--- config.mk ---
export PLATFORM = sky130hd
export DESIGN_NAME = sem_dual_port_unit
export DESIGN_NICKNAME = d
export VERILOG_FILES = /design/src/rtl/sem_pkg.sv /design/src/rtl/sem_port_decode.sv /design/src/rtl/sem_cell.sv /design/src/rtl/sem_read_port.sv /design/src/rtl/sem_dual_port_unit.sv
export SDC_FILE = /design/constraint.sdc
export NUM_CORES = 1
export LEC_CHECK = 0
export BUFFER_PORTS_ARGS = -buffer_cell sky130_fd_sc_hd__clkbuf_2
export CORE_AREA = 2 2 112 114
export CTS_BUF_LIST = sky130_fd_sc_hd__clkbuf_16
export DETAILED_ROUTE_END_ITERATION = 6
export DIE_AREA = 0 0 114 116
export HOLD_SLACK_MARGIN = 0.02
export PLACE_DENSITY = 0.54
export SLEW_MARGIN = 30
export SYNTH_ARGS = -nofsm -noshare
export SYNTH_HDL_FRONTEND = slang
export SYNTH_SLANG_ARGS = --single-unit
--- constraint.sdc ---
create_clock -name clk -period 2.2 [get_ports clk]
set_input_delay 0.22 -clock clk [delete_from_list [all_inputs] [get_ports clk]]
set_output_delay 0.22 -clock clk [all_outputs]
set_load 0.01 [all_outputs]
--- src/rtl/sem_pkg.sv ---
package sem_pkg;

    typedef enum logic [1:0] {
        OWN_NONE  = 2'd0,
        OWN_LEFT  = 2'd1,
        OWN_RIGHT = 2'd2
    } owner_e;

    typedef struct packed {
        owner_e owner;
        logic   wait_l;
        logic   wait_r;
    } sem_cell_t;

endpackage

--- src/rtl/sem_port_decode.sv ---
module sem_port_decode #(
    parameter int NUM_SEM = 8,
    parameter int ADDR_W  = 3,
    parameter int DATA_W  = 18
) (
    input  logic              sem_n,
    input  logic              arr_n,
    input  logic              wr_n,
    input  logic [ADDR_W-1:0] addr,
    input  logic [DATA_W-1:0] wdata,
    output logic [NUM_SEM-1:0] take,
    output logic [NUM_SEM-1:0] give,
    output logic              rd
);

    logic acc;
    logic wr;
    logic unused_hi;

    // semaphore cycle: select low, array enable high
    assign acc = ~sem_n & arr_n;
    assign wr  = acc & ~wr_n;
    assign rd  = acc & wr_n;

    // only bit 0 carries meaning on writes
    assign unused_hi = ^wdata[DATA_W-1:1];

    for (genvar i = 0; i < NUM_SEM; i++) begin : g_dec
        logic hit;
        assign hit     = wr && (addr == ADDR_W'(i));
        assign take[i] = hit & ~wdata[0];
        assign give[i] = hit &  wdata[0];
    end

endmodule

--- src/rtl/sem_cell.sv ---
module sem_cell
    import sem_pkg::*;
(
    input  logic clk,
    input  logic rst_n,
    input  logic l_take,
    input  logic l_give,
    input  logic r_take,
    input  logic r_give,
    output logic l_holds,
    output logic r_holds
);

    sem_cell_t c_d, c_q;
    logic want_l, want_r;

    always_comb begin
        want_l = (c_q.wait_l | l_take) & ~l_give;
        want_r = (c_q.wait_r | r_take) & ~r_give;
        c_d    = c_q;
        case (c_q.owner)
            OWN_LEFT: begin
                c_d.wait_l = 1'b0;
                if (l_give) begin
                    c_d.owner  = want_r ? OWN_RIGHT : OWN_NONE;
                    c_d.wait_r = 1'b0;
                end else begin
                    c_d.wait_r = want_r;
                end
            end
            OWN_RIGHT: begin
                c_d.wait_r = 1'b0;
                if (r_give) begin
                    c_d.owner  = want_l ? OWN_LEFT : OWN_NONE;
                    c_d.wait_l = 1'b0;
                end else begin
                    c_d.wait_l = want_l;
                end
            end
            default: begin
                c_d.wait_l = 1'b0;
                c_d.wait_r = 1'b0;
                c_d.owner  = OWN_NONE;
                if (want_l) begin
                    c_d.owner  = OWN_LEFT;
                    c_d.wait_r = want_r;
                end else if (want_r) begin
                    c_d.owner  = OWN_RIGHT;
                end
            end
        endcase
    end

    always_ff @(posedge clk or negedge rst_n) begin
        if (!rst_n) begin
            c_q <= '{owner: OWN_NONE, wait_l: 1'b0, wait_r: 1'b0};
        end else begin
            c_q <= c_d;
        end
    end

    assign l_holds = (c_q.owner == OWN_LEFT);
    assign r_holds = (c_q.owner == OWN_RIGHT);


    req_held_left_chk: assert property (@(posedge clk) disable iff (!rst_n)
        (c_q.owner == OWN_LEFT && r_take && !l_give) |=> (c_q.owner == OWN_LEFT && c_q.wait_r));


    req_held_right_chk: assert property (@(posedge clk) disable iff (!rst_n)
        (c_q.owner == OWN_RIGHT && l_take && !r_give) |=> (c_q.owner == OWN_RIGHT && c_q.wait_l));


    handover_to_right_chk: assert property (@(posedge clk) disable iff (!rst_n)
        (c_q.owner == OWN_LEFT && l_give && c_q.wait_r && !r_give) |=> (c_q.owner == OWN_RIGHT));


    handover_to_left_chk: assert property (@(posedge clk) disable iff (!rst_n)
        (c_q.owner == OWN_RIGHT && r_give && c_q.wait_l && !l_give) |=> (c_q.owner == OWN_LEFT));


    release_free_chk: assert property (@(posedge clk) disable iff (!rst_n)
        (c_q.owner == OWN_LEFT && l_give && !c_q.wait_r && !r_take)
        |=> (c_q.owner == OWN_NONE && !c_q.wait_l && !c_q.wait_r));


    tie_left_wins_chk: assert property (@(posedge clk) disable iff (!rst_n)
        (c_q.owner == OWN_NONE && l_take && r_take) |=> (c_q.owner == OWN_LEFT && c_q.wait_r));


    cancel_right_chk: assert property (@(posedge clk) disable iff (!rst_n)
        (c_q.owner == OWN_LEFT && r_give) |=> !c_q.wait_r);


    queue_needs_owner_chk: assert property (@(posedge clk) disable iff (!rst_n)
        (c_q.wait_r |-> c_q.owner == OWN_LEFT) and (c_q.wait_l |-> c_q.owner == OWN_RIGHT));


    swap_same_cycle_chk: assert property (@(posedge clk) disable iff (!rst_n)
        (c_q.owner == OWN_RIGHT && r_give && l_take) |=> (c_q.owner == OWN_LEFT));

endmodule

--- src/rtl/sem_read_port.sv ---
module sem_read_port #(
    parameter int NUM_SEM = 8,
    parameter int ADDR_W  = 3,
    parameter int DATA_W  = 18
) (
    input  logic               clk,
    input  logic               rst_n,
    input  logic               rd,
    input  logic [ADDR_W-1:0]  addr,
    input  logic [NUM_SEM-1:0] holds,
    output logic [DATA_W-1:0]  rdata
);

    logic [DATA_W-1:0] rdata_d, rdata_q;
    logic              stat;

    always_comb begin
        stat    = 1'b1;
        for (int i = 0; i < NUM_SEM; i++) begin
            if (addr == ADDR_W'(i)) stat = ~holds[i];
        end
        rdata_d = rd ? {DATA_W{stat}} : '1;
    end

    always_ff @(posedge clk or negedge rst_n) begin
        if (!rst_n) begin
            rdata_q <= '1;
        end else begin
            rdata_q <= rdata_d;
        end
    end

    assign rdata = rdata_q;


    uniform_word_chk: assert property (@(posedge clk) disable iff (!rst_n)
        rd |=> (rdata_q == '0 || rdata_q == '1));


    idle_ones_chk: assert property (@(posedge clk) disable iff (!rst_n)
        !rd |=> (rdata_q == '1));

endmodule

--- src/rtl/sem_dual_port_unit.sv ---
module sem_dual_port_unit #(
    parameter int NUM_SEM = 8,
    parameter int DATA_W  = 18,
    parameter int ADDR_W  = $clog2(NUM_SEM)
) (
    input  logic              clk,
    input  logic              rst_n,
    input  logic              l_sem_n,
    input  logic              l_arr_n,
    input  logic              l_wr_n,
    input  logic [ADDR_W-1:0] l_addr,
    input  logic [DATA_W-1:0] l_wdata,
    output logic [DATA_W-1:0] l_rdata,
    input  logic              r_sem_n,
    input  logic              r_arr_n,
    input  logic              r_wr_n,
    input  logic [ADDR_W-1:0] r_addr,
    input  logic [DATA_W-1:0] r_wdata,
    output logic [DATA_W-1:0] r_rdata
);

    logic [NUM_SEM-1:0] l_take, l_give, r_take, r_give;
    logic [NUM_SEM-1:0] l_holds, r_holds;
    logic               l_rd, r_rd;

    sem_port_decode #(.NUM_SEM(NUM_SEM), .ADDR_W(ADDR_W), .DATA_W(DATA_W)) i_dec_l (
        .sem_n (l_sem_n),
        .arr_n (l_arr_n),
        .wr_n  (l_wr_n),
        .addr  (l_addr),
        .wdata (l_wdata),
        .take  (l_take),
        .give  (l_give),
        .rd    (l_rd)
    );

    sem_port_decode #(.NUM_SEM(NUM_SEM), .ADDR_W(ADDR_W), .DATA_W(DATA_W)) i_dec_r (
        .sem_n (r_sem_n),
        .arr_n (r_arr_n),
        .wr_n  (r_wr_n),
        .addr  (r_addr),
        .wdata (r_wdata),
        .take  (r_take),
        .give  (r_give),
        .rd    (r_rd)
    );

    for (genvar i = 0; i < NUM_SEM; i++) begin : g_cell
        sem_cell i_cell (
            .clk     (clk),
            .rst_n   (rst_n),
            .l_take  (l_take[i]),
            .l_give  (l_give[i]),
            .r_take  (r_take[i]),
            .r_give  (r_give[i]),
            .l_holds (l_holds[i]),
            .r_holds (r_holds[i])
        );
    end

    sem_read_port #(.NUM_SEM(NUM_SEM), .ADDR_W(ADDR_W), .DATA_W(DATA_W)) i_rd_l (
        .clk   (clk),
        .rst_n (rst_n),
        .rd    (l_rd),
        .addr  (l_addr),
        .holds (l_holds),
        .rdata (l_rdata)
    );

    sem_read_port #(.NUM_SEM(NUM_SEM), .ADDR_W(ADDR_W), .DATA_W(DATA_W)) i_rd_r (
        .clk   (clk),
        .rst_n (rst_n),
        .rd    (r_rd),
        .addr  (r_addr),
        .holds (r_holds),
        .rdata (r_rdata)
    );


    exclusive_owner_chk: assert property (@(posedge clk) disable iff (!rst_n)
        (l_holds & r_holds) == '0);

endmodule

Word-level counts from Yosys, hierarchy flattened --
Index checks and enable logic that the tools add are counted.
Storage, ports and cells: register bits 68, input port bits 50, logic and storage cells 296, output and inout bits 36
Cells by class: muxes and demuxes 90, reductions and logical operators 26, equal/unequal tests 46, bitwise logic cells 108
Operator list (number):
- 2-to-1 mux 2 bit | 32
- one-hot mux 4 bit (2 select lines) | 8
- bitwise AND 1 bit | 54
- 2-to-1 mux 1 bit | 48
- NOT 1 bit | 38
- 2-to-1 mux 18 bit | 2
- inequality test 2 x 1 -> 1 bit, second input constant | 16
- equality test 3 bit, second input constant | 8
- equality test 2 x 1 -> 1 bit, second input constant | 8
- equality test 2 bit, second input constant | 8
- logical AND 1 bit | 16
- bitwise OR 1 bit | 16
- AND reduction 2 bit | 8
- equality test 3 x 2 -> 1 bit, second input constant | 4
- equality test 3 x 1 -> 1 bit, second input constant | 2
- logical NOT 3 bit | 2

Depth between registers and ports, before layout --
Gate-level depths: netlist of the first run.
word-level depth 11, mapped depth 6, mapped depth without buffers 6

Modules after synthesis --
From an unflattened synthesis of the first run, not the netlist that was laid out.
Second synthesis, totals: cell total of the unflattened synthesis 282, area total of the unflattened synthesis 2713.9 µm²
Modules (own cells, without submodules):
- sem_cell at g_cell[0].i_cell ... | times used 5, cells an instance 22, area each 235.2 µm²
- sem_cell at g_cell[5].i_cell ... | times used 3, cells an instance 20, area each 221.5 µm²
- sem_read_port | times used 2, cells an instance 25, area each 230.2 µm²
- sem_port_decode | times used 2, cells an instance 31, area each 206.4 µm²

Worst setup path after synthesis of the first run --
No wires, ideal clock.
kind input to register, from input port l_addr[2], to register g_cell[2].i_cell.c_q[2] (netlist name), setup time 103 ps, required time 2097 ps, slack 289 ps, data arrival time 1807 ps, path buffers 2, cell stages on the path 6, path through buf_6 -> or4b_1 -> buf_2 -> or3_1 -> and2_4 -> o41ai_2
On the way: word-level cells in the longest chain between the ends 8, elaborated cells on any way between the ends 13, classes of those cells 2 x eq/ne; 4 x mux; 5 x bitwise; 2 x reduce/logical
RTL lines:
- start: declaration | line sem_dual_port_unit.sv:11 | input logic [ADDR_W-1:0] l_addr,
- equality test 3 x 2 -> 1 bit * | line sem_port_decode.sv:30 | assign hit = wr && (addr == ADDR_W'(i));
- logical AND 1 bit * | line sem_port_decode.sv:30
- bitwise AND 1 bit (on tied branches) | line sem_port_decode.sv:31, sem_port_decode.sv:32
- bitwise OR 1 bit or NOT 1 bit (tied branches) | line sem_cell.sv:18 | want_l = (c_q.wait_l | l_take) & ~l_give;
- bitwise AND 1 bit | line sem_cell.sv:18
- 2-to-1 mux 1 bit | line sem_cell.sv:34 | c_d.owner = want_l ? OWN_LEFT : OWN_NONE;
- 2-to-1 mux 2 bit | line sem_cell.sv:33 | if (r_give) begin
- one-hot mux 4 bit (2 select lines) | line sem_cell.sv:21 | case (c_q.owner)
- end signal: assignment | line sem_cell.sv:56 | c_q <= '{owner: OWN_NONE, wait_l: 1'b0, wait_r: 1'b0};
- end: declaration | line sem_cell.sv:14 | sem_cell_t c_d, c_q;
Mark *: on every way between the ends. The rest lies on a longest branch, timed or not. The select of a mux whose other input is x is not followed. A chain may end at the register's enable or synchronous reset.

Worst setup path after layout of the first run --
from input port l_addr[2], to register g_cell[3].i_cell.c_q[2] (netlist name)
On the way: word-level cells in the longest chain between the ends 8, elaborated cells on any way between the ends 13, classes of those cells 2 x eq/ne; 4 x mux; 5 x bitwise; 2 x reduce/logical
RTL lines (line):
- equality test 3 x 2 -> 1 bit * | sem_port_decode.sv:30
- logical AND 1 bit * | sem_port_decode.sv:30
- bitwise AND 1 bit (on tied branches) | sem_port_decode.sv:31, sem_port_decode.sv:32
- bitwise OR 1 bit or NOT 1 bit (tied branches) | sem_cell.sv:18
- bitwise AND 1 bit | sem_cell.sv:18
- 2-to-1 mux 1 bit | sem_cell.sv:34
- 2-to-1 mux 2 bit | sem_cell.sv:33
- one-hot mux 4 bit (2 select lines) | sem_cell.sv:21
- end signal: assignment | sem_cell.sv:56
- end: declaration | sem_cell.sv:14
Marked as above.

==> results.tsv, run 1 <==
stage	metric	value	unit
synthesis	synthArstFlopShare	1.000	
grt	grt_pass1_vias	2160	
synthesis	netlist_area	2733	sq um
routing	vias	2247	
cts	cts_max_path_buffers	2	
routing	wl_per_cell	13.73	um
synthesis	synth_cell_types	50	
floorplan	die_y	116	um
floorplan	io_pins	86	
routing	routed_wl	6.520	mm
timing	report.final.hold_viol_count	0	
layout	layout-drive-gt1-share	0.2500	
cts	clk_pin_slew_worst_paths	0.06	ns
cts	cts_made_buffers	5	
grt	grt_util_all_layers	0.1029	
grt	grt_max_degree	35	
status	status	finished clean	
place	placed_area	2923	sq um
cts	cts_tree	done	
floorplan	rows	40	
cts	cts_sinks	34	
place	port_buffers	51	
synthesis	yosysWarnings	0	
cts	ctsResizeCount	0	
grt	grt_pass1_wl	10.78	mm
setup_path	r2r_slack	0.67	ns
synthesis	netlist_instances	306	
synthesis	synth_top_area_share	0.2930	
floorplan	start_util	0.2294	
synthesis	yosys.area.top_type	dfrtp_1	
routing	drt_iter0_markers	110	
grt	gr-total-overflow	0	
synthesis	yosysSeqAreaShare	0.3123	
floorplan	dieArea	13220	sq um
synthesis	synth_most_common_cell	buf_4	
layout	antenna-diode-count	0	
routing	drt_first_pass_iters	4	
place	dp_hpwl	5.012	mm
place	routabilityCongestion	0.8007	
timing	finalClockSkew	0.004149	ns
cts	hold_buffers	0	
setup_path	crit_fanout	9	
routing	met3_length	220	um
floorplan	die_width	114	um
routing	topRoutingLayerUsed	met4	
floorplan	coreArea	11910	sq um
run	max_cap_viol_count	0	
routing	drcViolationCount	0	
timing	finalCritPeriodShare	0.8378	
routing	vias_per_cell	4.731	
layout	fin_area	3059	sq um
synthesis	postSynthAreaPerCell	8.930	sq um
timing	finalSetupViolations	0	
layout	area_growth	11.95	%
pwr	p_per_area	477.7	nW/um^2
setup_path	startpoint	l_addr[2]	
timing	tightestPinTransition	0.8304	ns
timing	setup_tns	0	ns
timing	relSlewSlack	0.4464	
routing	route.met2.wl	3.148	mm
timing	max_freq	542.5	MHz
cts	postCtsSetupRepairBufs	0	
timing	rsz0062_at_grt	no	
timing	min_period	1.843	ns
synthesis	synth_edf_count	0	
timing	slew_viol_final	0	
synthesis	synthFlopType	dfrtp_1	
synthesis	ys_seq_elements	34	
min_path	hp-class	input pin to async pin	
setup_path	critical_path_class	input pin to flop	
setup_path	worstPathRequired	2.37	ns
setup_path	start_kind	input pin	
setup_path	cp.arrival	2.01	ns
synthesis	synthTopCellsByCount	buf_4, dfrtp_1, o21ai_0, inv_1, nor2_1	
synthesis	synth.area.top_cells	dfrtp_1, buf_4, ha_1, o21ai_0, inv_1	
layout	utilization	0.2568	
routing	antenna_left	0	
setup_path	regToRegStartpoint	g_cell[5].i_cell.c_q[2]$_DFFE_PN0P_	
routing	wl_met1	3.007	mm
cts	h-tree-depth	2	
setup_path	r2r_end	i_rd_r.rdata[1]$_DFF_PN1_	
layout	nets	393	
synthesis	synth_nets	372	
setup_path	r2r_cells	6	
cts	clkLatencyLatePin	0.28	ns
pwr	vdd_drop_max	0.0002735	V
setup_path	critPathCaptureType	flop	
grt	antenna_found_initial	0	
pwr	leakagePower	1.284	nW
cts	cts-root-buf	clkbuf_16	
==> worst max path at each step <==
| stage | to | slack (ns) | depth (start not counted) |
|---|---|---|---|
| floorplan | g_cell[2].i_cell.c_q[2]$_DFFE_PN0P_ | 0.29 | 6 |
| global placement | g_cell[1].i_cell.c_q[2]$_DFFE_PN0P_ | 0.09 | 5 |
| detailed placement | g_cell[3].i_cell.c_q[2]$_DFFE_PN0P_ | 0.06 | 5 |
| CTS | g_cell[3].i_cell.c_q[2]$_DFFE_PN0P_ | 0.35 | 5 |
| global route | g_cell[1].i_cell.c_q[2]$_DFFE_PN0P_ | 0.26 | 5 |
| finish | g_cell[3].i_cell.c_q[2]$_DFFE_PN0P_ | 0.36 | 5 |
==> kinds of logic after synthesis <==
kind of cell / synth area share
buffers and inverters: 0.1406
multiplexers: 0.03663
AO/OA/AOI/OAI: 0.2440
flip-flops: 0.3123
AND/OR/NAND/NOR: 0.1932
adder cells (fa/ha/maj): 0.07326
==> state kept, by name, indices dropped and copies added, names as in the netlist <==
signal and flops:
g_cell.i_cell.c_q 32, i_rd_l.rdata 1, i_rd_r.rdata 1
==> per-layer routing <==
layer | GRT usage | vias up
met5 | 0 | -
met3 | 0.02197 | 12
li1 | - | 1126
met4 | 0.03496 | 0
met2 | 0.1786 | 46
met1 | 0.1271 | 1063
==> critical path: stages <==
cell and delay, ns:
clkbuf_2 0.12, or4b_1 0.72, or3_1 0.43, and2_4 0.18
o41ai_2 0.33
==> layout by cell type, fill, tap and decap left out, types with 3 or more instances in the layout <==
master | netlist | layout
and2_1 | 4 | 4
inv_1 | 22 | 22
nor3_1 | 6 | 6
o22ai_1 | 3 | 3
clkinv_1 | 0 | 3
nor2_1 | 17 | 17
o2111ai_1 | 5 | 5
nor2b_1 | 11 | 11
buf_4 | 34 | 7
dfrtp_1 | 32 | 32
nand2_1 | 10 | 10
clkbuf_16 | 0 | 5
o41ai_2 | 3 | 3
a211oi_1 | 6 | 6
o2bb2ai_1 | 4 | 4
clkbuf_2 | 0 | 50
nor3b_1 | 5 | 5
o41ai_1 | 3 | 3
o31a_1 | 7 | 7
nand3_1 | 3 | 3
a31oi_1 | 8 | 8
a21boi_0 | 3 | 3
nand3b_1 | 3 | 3
nand2b_1 | 6 | 6
mux2_2 | 6 | 6
and2_4 | 3 | 3
o21ai_0 | 26 | 26
a21o_1 | 3 | 3
ha_1 | 16 | 16
o211ai_1 | 4 | 4
or3_1 | 7 | 7
nand4bb_1 | 3 | 3
a21oi_1 | 10 | 10
==> layout make-up <==
| cell class | count | area [sq um] |
|---|---|---|
| multi-input cells | 206 | 1495 |
| clock buffers | 5 | 125.1 |
| inverters | 22 | 82.58 |
| well taps | 147 | 183.9 |
| clock inverters | 3 | 11.26 |
| flip-flops and latches | 34 | 853.3 |
| repair buffers | 58 | 307.8 |
| fillers | 1301 | 8852 |
==> report_power, final <==
group,switching (W),internal (W)
clock network,0.000261,0.000407
registers,0.00000484,0.000630
logic,0.000101,0.0000572
==> metrics by stage <==
| step | setup slack [ns] | total power [W] | hold slack [ns] | std cells |
|---|---|---|---|---|
| 2_1_floorplan | 0.2893 | 0.0007480 | -0.07559 | 306 |
| 3_3_place_gp | 0.09254 | 0.0008042 | 0.4086 | 467 |
| 3_5_place_dp | 0.06401 | 0.0008060 | 0.4106 | 467 |
| 4_1_cts | 0.3510 | 0.001490 | 0.1112 | 475 |
| 5_1_grt | 0.2648 | 0.001530 | 0.1031 | 475 |
| 6_report | 0.3568 | 0.001461 | 0.04141 | 475 |
(Power assumes the default switching activity.)
==> run 2, diff against run 1 <==
- ABC_AREA: default -> 1
- PLACE_DENSITY: 0.54 -> 0.55
- clock period: 2.2 -> 1.6 ns (I/O delays scaled with it)
==> run 2 against run 1 <==
  * Worst hold slack better by 0.18 ns
  * Combinational power is 25% higher
  * Register-to-register slack worse by 0.30 ns
  * Clock skew hardly changed
  * Synthesized cell count is 26% higher
  * Clock-buffer cell count stayed put
  * Non-clock buffer count is 3 lower
  * Total power is 35% higher
  * Synthesized area is 1.4% lower
  * First-iteration DRC count is 1.8% higher
  * Global-route usage is 0.59 points lower
  * Critical path type is now flop to output port
==> results.tsv, run 2 <==
stage	metric	value	unit
status	status	finished clean	
setup_path	slowest_stage	dfstp_2	
pwr	leakagePower	1.438	nW
setup_path	critPathCaptureType	output port	
setup_path	crit_family	flip-flops	
grt	antenna_found_initial	0	
timing	report.final.hold_viol_count	0	
grt	grt_util_all_layers	0.09700	
synthesis	synth_nets	451	
grt	grt_max_degree	21	
synthesis	netlist_instances	385	
routing	wl_per_cell	10.57	um
timing	slew_viol_final	0	
grt	use_met3	0.01831	
cts	postCtsSetupRepairBufs	0	
floorplan	start_util	0.2262	
cts	h-tree-depth	2	
pwr	vdd_drop_max	0.0003938	V
min_path	hp-class	input pin to flop	
grt	grt_use_met1	0.1298	
timing	setup_tns	0	ns
setup_path	critical_path_class	flop to output port	
grt	grt_pass1_vias	2247	
layout	nets	473	
synthesis	synth.area.top_cells	dfrtp_1, nand2_1, buf_4, nand3_1, ha_1	
pwr	p_per_area	654.3	nW/um^2
grt	top_usage_layer	met2	
setup_path	cp.arrival	1.14	ns
synthesis	synthTopCellsByCount	nand2_1, inv_1, nand3_1, nor2_1, buf_4	
run	max_cap_viol_count	0	
synthesis	yosys.area.top_type	dfrtp_1	
cts	clkLatencyLatePin	0.28	ns
place	routabilityCongestion	0.8345	
floorplan	die_y	116	um
place	dp_hpwl	4.673	mm
synthesis	synth_top_area_share	0.2973	
timing	tightestPinTransition	0.4441	ns
timing	finalSetupViolations	0	
floorplan	coreArea	11910	sq um
cts	cts-root-buf	clkbuf_16	
synthesis	yosysSeqAreaShare	0.3168	
grt	grt_pass1_wl	10.32	mm
cts	cts_tree	done	
synthesis	postSynthAreaPerCell	6.997	sq um
floorplan	die_width	114	um
layout	most-common-layout-cells	nand2_1, inv_1, clkbuf_2	
synthesis	yosysWarnings	0	
synthesis	netlist_area	2694	sq um
routing	drt_iter0_markers	112	
layout	largest_register_ffs	32	
place	port_buffers	51	
timing	min_period	1.303	ns
floorplan	dieArea	13220	sq um
synthesis	synthFlopType	dfrtp_1	
layout	num-fill-cells	1279	
setup_path	path_cells	clkbuf_2	
setup_path	cp_num_buf_inv	1	
layout	area_growth	12.03	%
timing	whs	0.2187	ns
synthesis	synth_most_common_cell	nand2_1	
synthesis	synthArstFlopShare	1.000	
layout	antenna-diode-count	0	
synthesis	ys_seq_elements	34	
layout	top_register	g_cell.i_cell.c_q	
setup_path	start_kind	flop	
timing	rsz0062_at_grt	no	
grt	gr-total-overflow	0	
setup_path	worstPathRequired	1.44	ns
synthesis	synth_edf_count	0	
floorplan	io_pins	86	
setup_path	crit_fanout	18	
routing	vias_per_cell	4.285	
timing	worst_slack	0.2970	ns
routing	drt_first_pass_iters	4	
routing	routed_wl	5.868	mm
timing	relSlewSlack	0.7040	
synthesis	synth_cell_types	26	
timing	finalClockSkew	0.003721	ns
timing	finalCritPeriodShare	0.8144	
routing	vias	2378	
routing	drcViolationCount	0	
cts	cts_max_path_buffers	2	
grt	met2_usage	0.1595	
cts	cts_sinks	34	
cts	cts_made_buffers	5	
cts	ctsResizeCount	0	
setup_path	worst_path_largest_cell_delay	0.68	ns
routing	antenna_left	0	
cts	clk_pin_slew_worst_paths	0.05	ns
place	pre_cts_ws	0.1788	ns
layout	final_common_cell	nand2_1	
timing	max_freq	767.4	MHz
floorplan	rows	40	
setup_path	r2r_slack	0.37	ns
layout	layout-drive-gt1-share	0.1789	
-- run 2: changes by cell type after synthesis, moves of 6 or more --
cell      before  now
nand2_1       10  104
nand3_1        3   47
inv_1         22   52
o21ai_0       26    1
nor2_1        17   37
nor2b_1       11    0
a31oi_1        8    0
clkbuf_1       8    0
o31a_1         7    0
or3_1          7    0
mux2_2         6    0
nand2b_1       6    0
nand4_1        0    6
-- run 2: per-layer routing --
layer  part of all wire  vias up
met1               0.49     1070
met3              0.048        8
li1                   -     1234
met2               0.45       66
met5                  0        -
met4              0.016        0
-- run 2: path summary, 6_finish.rpt --
path                                                startpoint                                   to  depth (start not counted)
min reg2reg                g_cell[2].i_cell.c_q[3]$_DFFE_PN0P_  g_cell[2].i_cell.c_q[3]$_DFFE_PN0P_                          2
max in group asynchronous                                rst_n            i_rd_r.rdata[1]$_DFF_PN1_                          3
min                                                     l_wr_n           i_rd_l.rdata[16]$_DFF_PN1_                          4
min in group asynchronous                                rst_n  g_cell[1].i_cell.c_q[3]$_DFFE_PN0P_                          2
max                                 i_rd_l.rdata[16]$_DFF_PN1_                          l_rdata[15]                          1
max reg2reg                g_cell[7].i_cell.c_q[3]$_DFFE_PN0P_           i_rd_l.rdata[16]$_DFF_PN1_                          5
-- run 2: logic make-up after synthesis --
group                    count (synthesis)  synth area share
flip-flops                              34            0.3168
AO/OA/AOI/OAI                           29           0.06595
buffers and inverters                   93            0.1886
AND/OR/NAND/NOR                        213            0.3544
adder cells (fa/ha/maj)                 16           0.07431
-- run 2: per-stage QoR --
stage          total power [W]    util  cell area, sq um  std cells
5_1_grt               0.002075  0.2534              3018        555
6_report              0.001975  0.2534              3018        555
4_1_cts               0.002013  0.2534              3018        555
2_1_floorplan         0.001013       -              2694        385
3_3_place_gp          0.001083  0.2411              2872        546
3_5_place_dp          0.001086  0.2411              2872        546
-- run 2: cell type report --
class                      instances  area [sq um]  share of cell area
clock inverter                     3         11.26            0.003731
multi-input combinational        258          1333              0.4415
sequential                        34         853.3              0.2828
clock buffer                       5         125.1             0.04146
tap                              147         183.9             0.06095
timing repair buffer              55         312.8              0.1036
inverter                          53         198.9             0.06592
-- run 2: timing repair --
action,4_1_cts,5_1_grt
hold buffers,1,0
endpoints found under the setup margin,0,0
endpoints found under the hold margin,14,0
-- run 2: power breakdown --
group / internal [W] / total [W] / switching, W
Clock: 0.000560 / 0.000905 / 0.000345
Combinational: 0.0000625 / 0.000198 / 0.000136
Sequential: 0.000866 / 0.000872 / 0.00000543
Total: 0.00149 / 0.00197 / 0.000486
==> run 3, diff against run 2 <==
- PLACE_DENSITY: 0.55 -> 0.54
- clock period: 1.6 -> 1.3 ns (I/O delays scaled with it)
==> run 3 against run 2 <==
  * Critical path type unchanged
  * Non-clock buffer count increased by 13
  * Critical path depth increased by 1
  * Clock-buffer cell count did not move
  * Largest power group unchanged
  * Utilization rose by 1.2 points
  * Flip-flop and latch count did not move
  * Cell count grew 2.3%
  * Clock power is 50% higher
  * Sequential power is 23% higher
==> results.tsv, run 3 (synthesis results as in run 2) <==
stage	metric	value	unit
routing	vias	2445	
min_path	hp-class	input pin to flop	
grt	antenna_found_initial	0	
setup_path	r2r_cells	7	
place	dp_hpwl	4.791	mm
timing	finalClockSkew	0.003581	ns
grt	grt_max_degree	35	
pwr	p_per_area	851.8	nW/um^2
timing	min_period	1.261	ns
pwr	leakagePower	1.504	nW
place	routabilityCongestion	0.8453	
cts	clk_pin_slew_worst_paths	0.06	ns
setup_path	cp.arrival	1.13	ns
grt	grt_pass1_vias	2265	
floorplan	die_y	116	um
min_path	worstHoldStart	l_wr_n	
layout	utilization	0.2650	
cts	cts_tree	done	
setup_path	crit_fanout	9	
setup_path	slowest_stage	dfstp_2	
place	placed_cells	555	
cts	h-tree-depth	2	
min_path	worstHoldPathCells	4	
min_path	hold_path_end	i_rd_l.rdata[16]$_DFF_PN1_	
pwr	p_total	0.002689	W
layout	final_common_cell	nand2_1	
routing	drt_iter0_markers	165	
routing	routed_wl	6.331	mm
setup_path	critical_path_class	flop to output port	
layout	layout-drive-gt1-share	0.2328	
timing	rsz0062_at_grt	yes	
setup_path	crit_family	flip-flops	
routing	wl_per_cell	11.15	um
setup_path	worst_path_largest_cell_delay	0.53	ns
routing	drcViolationCount	0	
setup_path	cp_num_buf_inv	2	
routing	drt_first_pass_iters	4	
setup_path	path_cells	clkbuf_4 > clkbuf_2	
timing	tightestPinTransition	0.4693	ns
grt	grt_pass1_wl	10.56	mm
setup_path	worstPathRequired	1.17	ns
routing	vias_per_cell	4.305	
routing	antenna_left	0	
grt	gr-total-overflow	0	
layout	most-common-layout-cells	nand2_1, clkbuf_2, inv_1	
floorplan	start_util	0.2262	
timing	slew_viol_final	0	
place	port_buffers	51	
layout	largest_register_ffs	32	
floorplan	dieArea	13220	sq um
floorplan	rows	40	
floorplan	io_pins	86	
setup_path	r2r_slack	0.10	ns
cts	cts_sinks	34	
cts	cts-root-buf	clkbuf_16	
grt	grt_util_all_layers	0.09920	
layout	area_growth	17.19	%
setup_path	regToRegStartpoint	g_cell[1].i_cell.c_q[2]$_DFFE_PN0P_	
run	max_cap_viol_count	0	
cts	cts_max_path_buffers	2	
setup_path	start_kind	flop	
timing	relSlewSlack	0.6871	
setup_path	critPathCaptureType	output port	
pwr	vdd_drop_max	0.0004157	V
timing	max_freq	792.7	MHz
setup_path	r2r_end	i_rd_r.rdata[1]$_DFF_PN1_	
floorplan	die_width	114	um
cts	cts_made_buffers	5	
cts	clkLatencyLatePin	0.28	ns
layout	antenna-diode-count	0	
layout	fin_cells	568	
layout	nets	486	
timing	report.final.hold_viol_count	0	
floorplan	coreArea	11910	sq um
status	status	finished clean	
timing	finalCritPeriodShare	0.9704	
timing	finalSetupViolations	0	
layout	top_register	g_cell.i_cell.c_q	
[run 3: through the flow]
step	hold WS, ns	setup slack (ns)	TNS, ns	area [sq um]
floorplan	-0.1656	0.1690	0	2694
global placement	0.2091	0.02244	0	2914
detailed placement	0.2125	0.001622	0	2914
CTS	0.1608	0.007762	0	3104
global route	0.1976	-0.001911	-0.001911	3157
finish	0.1536	0.03853	0	3157
[run 3: routing by layer]
| layer | GRT usage | vias up | routed length [um] |
|---|---|---|---|
| met1 | 0.1272 | 1125 | 3059 |
| met5 | 0 | - | 0 |
| met4 | 0.02520 | 0 | 102 |
| li1 | - | 1262 | - |
| met3 | 0.01726 | 9 | 191 |
| met2 | 0.1734 | 49 | 2978 |
[run 3: where the power goes]
group	internal (W)	leakage (nW)	switching [W]
sequential	0.00107	0.467	0.00000496
clock	0.000897	0.0836	0.000465
combinational	0.0000871	0.953	0.000169
total	0.00205	1.50	0.000639
[run 3: timing repair]
item | 4_1_cts | 5_1_grt
pin swaps | 0 | 1
setup buffers | 2 | 2
setup endpoints to repair | 18 | 22
hold endpoints to repair | 32 | 0
hold buffers | 1 | 0
resized for setup | 1 | 10
[run 3: worst max path at each step]
stage,startpoint,endpoint,slack [ns],cells after the start
final,i_rd_r.rdata[1]$_DFF_PN1_,r_rdata[7],0.04,2
after global routing,g_cell[2].i_cell.c_q[3]$_DFFE_PN0P_,i_rd_l.rdata[16]$_DFF_PN1_,-0.002,7
after detailed placement,r_sem_n,g_cell[6].i_cell.c_q[3]$_DFFE_PN0P_,0.002,11
after CTS,i_rd_r.rdata[1]$_DFF_PN1_,r_rdata[15],0.008,1
after global placement,r_sem_n,g_cell[4].i_cell.c_q[3]$_DFFE_PN0P_,0.02,11
after floorplan,g_cell[7].i_cell.c_q[2]$_DFFE_PN0P_,g_cell[7].i_cell.c_q[3]$_DFFE_PN0P_,0.17,8
[run 3: cell type report]
class	instances	area, sq um
Clock buffer	5	125.1
Inverter	53	198.9
Sequential cell	34	853.3
Clock inverter	3	40.04
Tap cell	147	183.9
Multi-Input combinational cell	258	1370
Timing Repair Buffer	68	385.4
Fill cell	1318	8755
[run 3: tightest hold or removal path, cell delays in order]
cell and delay, ns:
clkbuf_2 0.09, inv_1 0.07, a211oi_1 0.05, nand2_1 0.06
